**src/rtl/pxb_pkg.sv**
```systemverilog
package pxb_pkg;

    localparam int unsigned SEL_W = 5;

    typedef logic [SEL_W-1:0] sel_t;

    localparam sel_t CODE_KEEP = sel_t'(0);
    localparam sel_t CODE_GPIO = sel_t'(31);

    // Stored state of one pad register (bit 2 is not stored: it is the live input)
    typedef struct packed {
        sel_t sel;
        logic dout;
        logic oe;
    } pad_cfg_t;

    // Resolved drive of one pad
    typedef struct packed {
        logic drive;
        logic value;
    } pad_drv_t;

    typedef enum logic [1:0] {
        SRC_NONE,
        SRC_PAD,
        SRC_FUNC,
        SRC_GPIO
    } src_kind_e;

    function automatic src_kind_e classify(sel_t s, int unsigned n_pads);
        if (s == CODE_GPIO) return SRC_GPIO;
        if (s == CODE_KEEP) return SRC_NONE;
        if (32'(s) <= n_pads) return SRC_PAD;
        return SRC_FUNC;
    endfunction

    function automatic pad_cfg_t cfg_from_byte(logic [7:0] b);
        pad_cfg_t c;
        c.sel  = b[7:3];
        c.dout = b[1];
        c.oe   = b[0];
        return c;
    endfunction

    function automatic sel_t next_sel(sel_t cur, logic [7:0] w);
        return (w[7:3] == CODE_KEEP) ? cur : w[7:3];
    endfunction

    function automatic pad_cfg_t merge_write(pad_cfg_t cur, logic [7:0] w);
        pad_cfg_t n;
        n.sel  = next_sel(cur.sel, w);
        n.dout = w[1];
        n.oe   = w[0];
        return n;
    endfunction

    function automatic logic [7:0] cfg_to_byte(pad_cfg_t c, logic din);
        return {c.sel, din, c.dout, c.oe};
    endfunction

endpackage

```
**src/rtl/pxb_sync.sv**
```systemverilog
module pxb_sync #(
    parameter int unsigned W = 1
) (
    input  logic         clk,
    input  logic         rst,
    input  logic [W-1:0] d,
    output logic [W-1:0] q
);

    logic [W-1:0] meta_q;
    logic [W-1:0] stab_q;

    always_ff @(posedge clk) begin
        if (rst) begin
            meta_q <= '0;
            stab_q <= '0;
        end else begin
            meta_q <= d;
            stab_q <= meta_q;
        end
    end

    assign q = stab_q;

endmodule

```
**src/rtl/pxb_regfile.sv**
```systemverilog
module pxb_regfile
    import pxb_pkg::*;
#(
    parameter int unsigned         N_PADS  = 8,
    parameter int unsigned         N_RX    = 4,
    parameter int unsigned         SW_ADDR = 31,
    parameter int unsigned         RX_BASE = 32,
    parameter logic [N_PADS*8-1:0] PAD_RST = '1,
    parameter logic [N_RX*8-1:0]   RX_RST  = '1
) (
    input  logic              clk,
    input  logic              rst,
    input  logic [7:0]        bus_addr,
    input  logic              bus_wr,
    input  logic [7:0]        bus_wdata,
    output logic [7:0]        bus_rdata,
    input  logic [N_PADS-1:0] pad_sync,
    input  logic              sw_sync,
    output pad_cfg_t          pad_cfg [N_PADS],
    output sel_t              rx_sel  [N_RX]
);

    pad_cfg_t cfg_q [N_PADS];
    sel_t     rx_q  [N_RX];

    // Pad registers
    always_ff @(posedge clk) begin
        if (rst) begin
            for (int i = 0; i < int'(N_PADS); i++) begin
                cfg_q[i] <= cfg_from_byte(PAD_RST[i*8 +: 8]);
            end
        end else if (bus_wr) begin
            for (int i = 0; i < int'(N_PADS); i++) begin
                if (bus_addr == 8'(i)) begin
                    cfg_q[i] <= merge_write(cfg_q[i], bus_wdata);
                end
            end
        end
    end

    // Receive-routing registers
    always_ff @(posedge clk) begin
        if (rst) begin
            for (int j = 0; j < int'(N_RX); j++) begin
                rx_q[j] <= RX_RST[j*8+3 +: SEL_W];
            end
        end else if (bus_wr) begin
            for (int j = 0; j < int'(N_RX); j++) begin
                if (bus_addr == 8'(RX_BASE + j)) begin
                    rx_q[j] <= next_sel(rx_q[j], bus_wdata);
                end
            end
        end
    end

    // Read multiplexer: unmapped addresses fall through to zero
    always_comb begin
        bus_rdata = '0;
        for (int i = 0; i < int'(N_PADS); i++) begin
            if (bus_addr == 8'(i)) begin
                bus_rdata = cfg_to_byte(cfg_q[i], pad_sync[i]);
            end
        end
        if (bus_addr == 8'(SW_ADDR)) begin
            bus_rdata = {7'b0, sw_sync};
        end
        for (int j = 0; j < int'(N_RX); j++) begin
            if (bus_addr == 8'(RX_BASE + j)) begin
                bus_rdata = {rx_q[j], 3'b000};
            end
        end
    end

    assign pad_cfg = cfg_q;
    assign rx_sel  = rx_q;

endmodule

```
**src/rtl/pxb_xbar.sv**
```systemverilog
module pxb_xbar
    import pxb_pkg::*;
#(
    parameter int unsigned N_PADS = 8,
    parameter int unsigned N_FUNC = 22
) (
    input  pad_cfg_t          cfg,
    input  logic [N_PADS-1:0] pad_sync,
    input  logic [N_FUNC-1:0] func_val,
    input  logic [N_FUNC-1:0] func_en,
    output pad_drv_t          drv
);

    always_comb begin
        drv = '0;
        unique case (classify(cfg.sel, N_PADS))
            SRC_GPIO: begin
                drv.value = cfg.dout;
                drv.drive = cfg.oe;
            end
            SRC_PAD: begin
                drv.drive = cfg.oe;
                for (int k = 0; k < int'(N_PADS); k++) begin
                    if (cfg.sel == sel_t'(k + 1)) begin
                        drv.value = pad_sync[k];
                    end
                end
            end
            SRC_FUNC: begin
                for (int k = 0; k < int'(N_FUNC); k++) begin
                    if (cfg.sel == sel_t'(k + int'(N_PADS) + 1)) begin
                        drv.value = func_val[k];
                        drv.drive = cfg.oe & func_en[k];
                    end
                end
            end
            default: drv = '0;
        endcase
    end

endmodule

```
**src/rtl/pxb_rxroute.sv**
```systemverilog
module pxb_rxroute
    import pxb_pkg::*;
#(
    parameter int unsigned N_PADS  = 8,
    parameter int unsigned N_RX    = 4,
    parameter logic        RX_IDLE = 1'b1
) (
    input  sel_t              rx_sel [N_RX],
    input  logic [N_PADS-1:0] pad_sync,
    output logic [N_RX-1:0]   rx_out
);

    for (genvar j = 0; j < int'(N_RX); j++) begin : g_rx
        always_comb begin
            rx_out[j] = RX_IDLE;
            if (classify(rx_sel[j], N_PADS) == SRC_PAD) begin
                for (int k = 0; k < int'(N_PADS); k++) begin
                    if (rx_sel[j] == sel_t'(k + 1)) begin
                        rx_out[j] = pad_sync[k];
                    end
                end
            end
        end
    end

endmodule

```
**src/rtl/pin_xbar.sv**
```systemverilog
module pin_xbar
    import pxb_pkg::*;
#(
    parameter int unsigned         N_PADS  = 8,
    parameter int unsigned         N_RX    = 4,
    parameter int unsigned         SW_ADDR = 31,
    parameter int unsigned         RX_BASE = 32,
    parameter logic [N_PADS*8-1:0] PAD_RST = 64'h29F8_1149_F889_A1F8,
    parameter logic [N_RX*8-1:0]   RX_RST  = 32'h40F8_2008,
    localparam int unsigned        N_FUNC  = 30 - N_PADS
) (
    input  logic              clk,
    input  logic              rst,
    input  logic [7:0]        bus_addr,
    input  logic              bus_wr,
    input  logic [7:0]        bus_wdata,
    output logic [7:0]        bus_rdata,
    input  logic [N_PADS-1:0] pad_in,
    output logic [N_PADS-1:0] pad_out,
    output logic [N_PADS-1:0] pad_oe,
    input  logic              sw_in,
    input  logic [N_FUNC-1:0] func_val,
    input  logic [N_FUNC-1:0] func_en,
    output logic [N_RX-1:0]   rx_out
);

    logic [N_PADS-1:0] pad_sync;
    logic              sw_sync;
    pad_cfg_t          pad_cfg [N_PADS];
    sel_t              rx_sel  [N_RX];

    // Flattened configuration view for the checker
    logic [N_PADS*SEL_W-1:0] cfg_sel_flat;
    logic [N_PADS-1:0]       cfg_oe_vec;
    logic [N_PADS-1:0]       cfg_do_vec;

    pxb_sync #(
        .W (N_PADS + 1)
    ) u_sync (
        .clk (clk),
        .rst (rst),
        .d   ({sw_in, pad_in}),
        .q   ({sw_sync, pad_sync})
    );

    pxb_regfile #(
        .N_PADS  (N_PADS),
        .N_RX    (N_RX),
        .SW_ADDR (SW_ADDR),
        .RX_BASE (RX_BASE),
        .PAD_RST (PAD_RST),
        .RX_RST  (RX_RST)
    ) u_regs (
        .clk       (clk),
        .rst       (rst),
        .bus_addr  (bus_addr),
        .bus_wr    (bus_wr),
        .bus_wdata (bus_wdata),
        .bus_rdata (bus_rdata),
        .pad_sync  (pad_sync),
        .sw_sync   (sw_sync),
        .pad_cfg   (pad_cfg),
        .rx_sel    (rx_sel)
    );

    for (genvar i = 0; i < int'(N_PADS); i++) begin : g_pad
        pad_drv_t drv;

        pxb_xbar #(
            .N_PADS (N_PADS),
            .N_FUNC (N_FUNC)
        ) u_xbar (
            .cfg      (pad_cfg[i]),
            .pad_sync (pad_sync),
            .func_val (func_val),
            .func_en  (func_en),
            .drv      (drv)
        );

        assign pad_out[i] = drv.value;
        assign pad_oe[i]  = drv.drive;

        assign cfg_sel_flat[i*SEL_W +: SEL_W] = pad_cfg[i].sel;
        assign cfg_oe_vec[i]                  = pad_cfg[i].oe;
        assign cfg_do_vec[i]                  = pad_cfg[i].dout;
    end

    pxb_rxroute #(
        .N_PADS  (N_PADS),
        .N_RX    (N_RX),
        .RX_IDLE (1'b1)
    ) u_rx (
        .rx_sel   (rx_sel),
        .pad_sync (pad_sync),
        .rx_out   (rx_out)
    );

endmodule

```
**config.mk**
```make
export PLATFORM = sky130hd
export DESIGN_NAME = pin_xbar
export DESIGN_NICKNAME = d
export VERILOG_FILES = /design/src/rtl/pxb_pkg.sv /design/src/rtl/pxb_sync.sv /design/src/rtl/pxb_regfile.sv /design/src/rtl/pxb_xbar.sv /design/src/rtl/pxb_rxroute.sv /design/src/rtl/pin_xbar.sv
export SDC_FILE = /design/constraint.sdc
export NUM_CORES = 1
export LEC_CHECK = 0
export CAP_MARGIN = 20
export CORE_ASPECT_RATIO = 1.2
export CORE_MARGIN = 1
export CORE_UTILIZATION = 50
export CTS_BUF_LIST = sky130_fd_sc_hd__clkbuf_4 sky130_fd_sc_hd__clkbuf_8 sky130_fd_sc_hd__clkbuf_16
export DETAILED_ROUTE_END_ITERATION = 7
export PLACE_DENSITY_LB_ADDON = 0.1
export SYNTH_ARGS = -nofsm -noshare
export SYNTH_HDL_FRONTEND = slang
export SYNTH_SLANG_ARGS = --single-unit
```
**constraint.sdc**
```tcl
create_clock -name clk -period 2.8 [get_ports clk]
set_input_delay 0.28 -clock clk [delete_from_list [all_inputs] [get_ports clk]]
set_output_delay 0.28 -clock clk [all_outputs]
set_load 0.03 [all_outputs]
```
==> results.toml, run 1 <==
[status]
status = "finished, final reports clean"

[floorplanning]
ioPinCount = 100
die_area_mm2 = 0.0216
die_w_um = 134
die_h_um = 161
rows = 57
core_mm2 = 0.0204
initial_utilization = 0.515

[routing]
via_per_inst = 7.09
drc_errors = 0
drt_iter0_markers = 1844
vias = 13500
ant_nets = 0
dr.pass1.iters = 6
wl_um = 50900
routedWlPerCell_um = 26.7

[hold_path]
hp-class = "flip-flop to flip-flop"
hp-start = "u_sync.meta_q[4]"
whs_endpoint = "u_sync.q[4]"
holdPathStages = 1

[sta]
fin_crit_sh = 0.998
setup_viol = 0
finalMaxSlewViolations = 0
period_minus_slack_ns = 2.79
fmax_mhz = 358
clock_skew_ns = 0.000937
slew_headroom = 0.350
tightestPinTransition_ns = 0.974
hold_viol = 0
finalSetupTns_ns = 0

[logic_synthesis]
avgSynthCellArea_um2 = 6.89
synth_area_mm2 = 0.0105
ys_async_sr_fraction = 0
synth_ff_type = "dfxtp_1"
synth_edf_count = 0
ys_seq_area_frac = 0.179
synth_warnings = 0
syn-num-nets = 1597
ys_seq_elements = 94
ys_types = 83
netlist_instances = 1525

[pwr]
pwr_density_cell_mw_per_mm2 = 273
total_power_mw = 3.51
vdd_ir_drop_max_mv = 0.700
leakage_nw = 4.98

[global_route]
grt_max_degree = 70
antenna_found_initial = 0
grt_pass1_wl_um = 75100
grt_overflow = 0
grt_pass1_vias = 12300
grt_usage = 0.463

[layout]
drive_above_1_share = 0.180
antenna_cells = 0
fin_nets = 1705
nFillCells = 1917
area.growth.synth_to_final_pct = 22.6

[setup_path]
worstPathArrival_ns = 2.51
worstReg2RegEnd = "u_regs.pad_cfg[35]"
crit_fanout = 6
critPathRequiredTime_ns = 2.52
reg2reg_depth = 2
start_kind = "input pin"
regToRegSetupSlack_ns = 1.45
worst_setup_path_end_kind = "primary output"
path_class = "input pin to primary output"
reg2reg_from = "u_regs.pad_cfg[35]"

[run]
drv_cap = 0

[cts]
cts_root_buf = "clkbuf_16"
cts_tree = "built"
ctsResizeCount = 11
insertion_delay_ns = 0.34
postCtsSetupBuffers = 0
clkSinkCount = 94
h-tree-depth = 3
cts-buffers-inserted = 9
path_clk_slew_ns = 0.07
cts_buffer_depth = 2
hold_buffers = 0

[placement]
numPortBuffers = 98
gp_congestion = 1.04
hpwl_um = 36700
## kinds of logic after synthesis
logic type	after synthesis	share of synthesized area
AOI/OAI and AO/OA	543	0.343
and+or+nand+nor	550	0.254
muxes	109	0.133
buffers and inverters	227	0.0888
xor gates and xnor gates	2	0.00167
DFF	94	0.179
## state kept, by name, summed over array words and instances, names as in the netlist
signal	flops
u_regs.pad_cfg	56
u_sync.meta_q	9
u_sync.q	9
u_regs.rx_sel	20
## per-layer routing
layer	track usage	vias to the layer above	routed length (um)
met5	0	-	0
met1	0.561	6205	17900
met4	0.368	0	4630
met2	0.713	1093	22000
met3	0.0906	316	6320
li1	-	5884	-
## power breakdown
part | switching [mW] | internal, mW
logic | 0.452 | 0.317
registers | 0.0224 | 1.35
clock network | 0.568 | 0.805
## worst max-delay path by stage
stage,to,depth (start not counted),from,slack [ns]
floorplan,pad_oe[2],7,u_regs.pad_cfg[41],0.30
global placement,pad_out[4],9,func_val[5],-0.04
detailed placement,bus_rdata[4],8,bus_addr[0],-0.05
CTS,rx_out[1],7,u_sync.q[1],0.003
global route,pad_out[4],10,u_regs.pad_cfg[24],-0.004
finish,pad_out[4],8,func_val[8],0.007
## cell type report
class	instances	area, um^2	share of cell area
flip-flops and latches	94	1910	0.148
clock inverters	7	114	0.00884
multi-input cells	1204	7700	0.598
clock buffers	9	225	0.0175
well taps	265	332	0.0257
repair buffers	269	2390	0.186
inverters	55	210	0.0163
## Yosys cell counts, types with 11 or more instances
cell	number	area, um^2
a31oi_1	24	150
nand3b_1	19	143
inv_1	54	203
a22oi_1	30	225
o211ai_1	27	203
nor2b_1	44	275
buf_1	12	45.0
dfxtp_1	94	1880
clkbuf_1	104	390
o22ai_1	36	225
nor2_1	125	469
a21oi_1	119	596
nand3_1	51	255
a211oi_1	27	203
buf_2	50	250
nand2_1	184	691
nor3_1	28	140
mux2_2	26	293
o21ai_0	126	631
nand4_1	11	68.8
a221oi_1	11	96.3
mux2i_1	61	611
mux4_2	22	495
nand2b_1	29	181
## placed cells by master (no fill, tap or decap), types with 22 or more instances in the layout
master	synthesis	final
nand3_1	51	51
dfxtp_1	94	73
clkdlybuf4s50_1	0	68
inv_1	54	54
a22oi_1	30	30
a31oi_1	24	24
mux4_2	22	22
mux2i_1	61	61
a21oi_1	119	119
o22ai_1	36	36
a211oi_1	27	27
buf_4	2	175
nand2b_1	29	29
nand2_1	184	184
nor2_1	125	125
o21ai_0	126	126
nor3_1	28	27
mux2_2	26	26
o211ai_1	27	27
nor2b_1	44	44
## stage by stage
stage | cell area, um^2 | utilization | instances | hold WS, ns | worst slack [ns]
final | 12900 | 0.631 | 1903 | 0.437 | 0.00698
after global routing | 12900 | 0.631 | 1903 | 0.448 | -0.00405
after CTS | 12800 | 0.629 | 1903 | 0.440 | 0.00305
after detailed placement | 12500 | 0.612 | 1887 | 0.424 | -0.0509
after global placement | 12500 | 0.612 | 1887 | 0.415 | -0.0432
after floorplan | 10500 | - | 1525 | 0.408 | 0.304
## worst max-delay path, cell delays in order
cell	delay, ns
clkdlybuf4s50_1	0.71
nand2_1	0.09
mux4_2	0.46
o211ai_1	0.25
a221oi_1	0.13
o21ai_0	0.28
buf_4	0.19
buf_12	0.11
Note: power is estimated with default switching activity, not from simulation.
==> run 2: changes to the inputs <==
--- a/config.mk
+++ b/config.mk
@@ -5,7 +5,7 @@
 export SDC_FILE = /design/constraint.sdc
 export NUM_CORES = 1
 export LEC_CHECK = 0
-export CAP_MARGIN = 20
+export CAP_MARGIN = 25
 export CORE_ASPECT_RATIO = 1.2
 export CORE_MARGIN = 1
 export CORE_UTILIZATION = 50
==> results of run 2 <==
Final layout, timing and power as in run 1 (identical DEF).
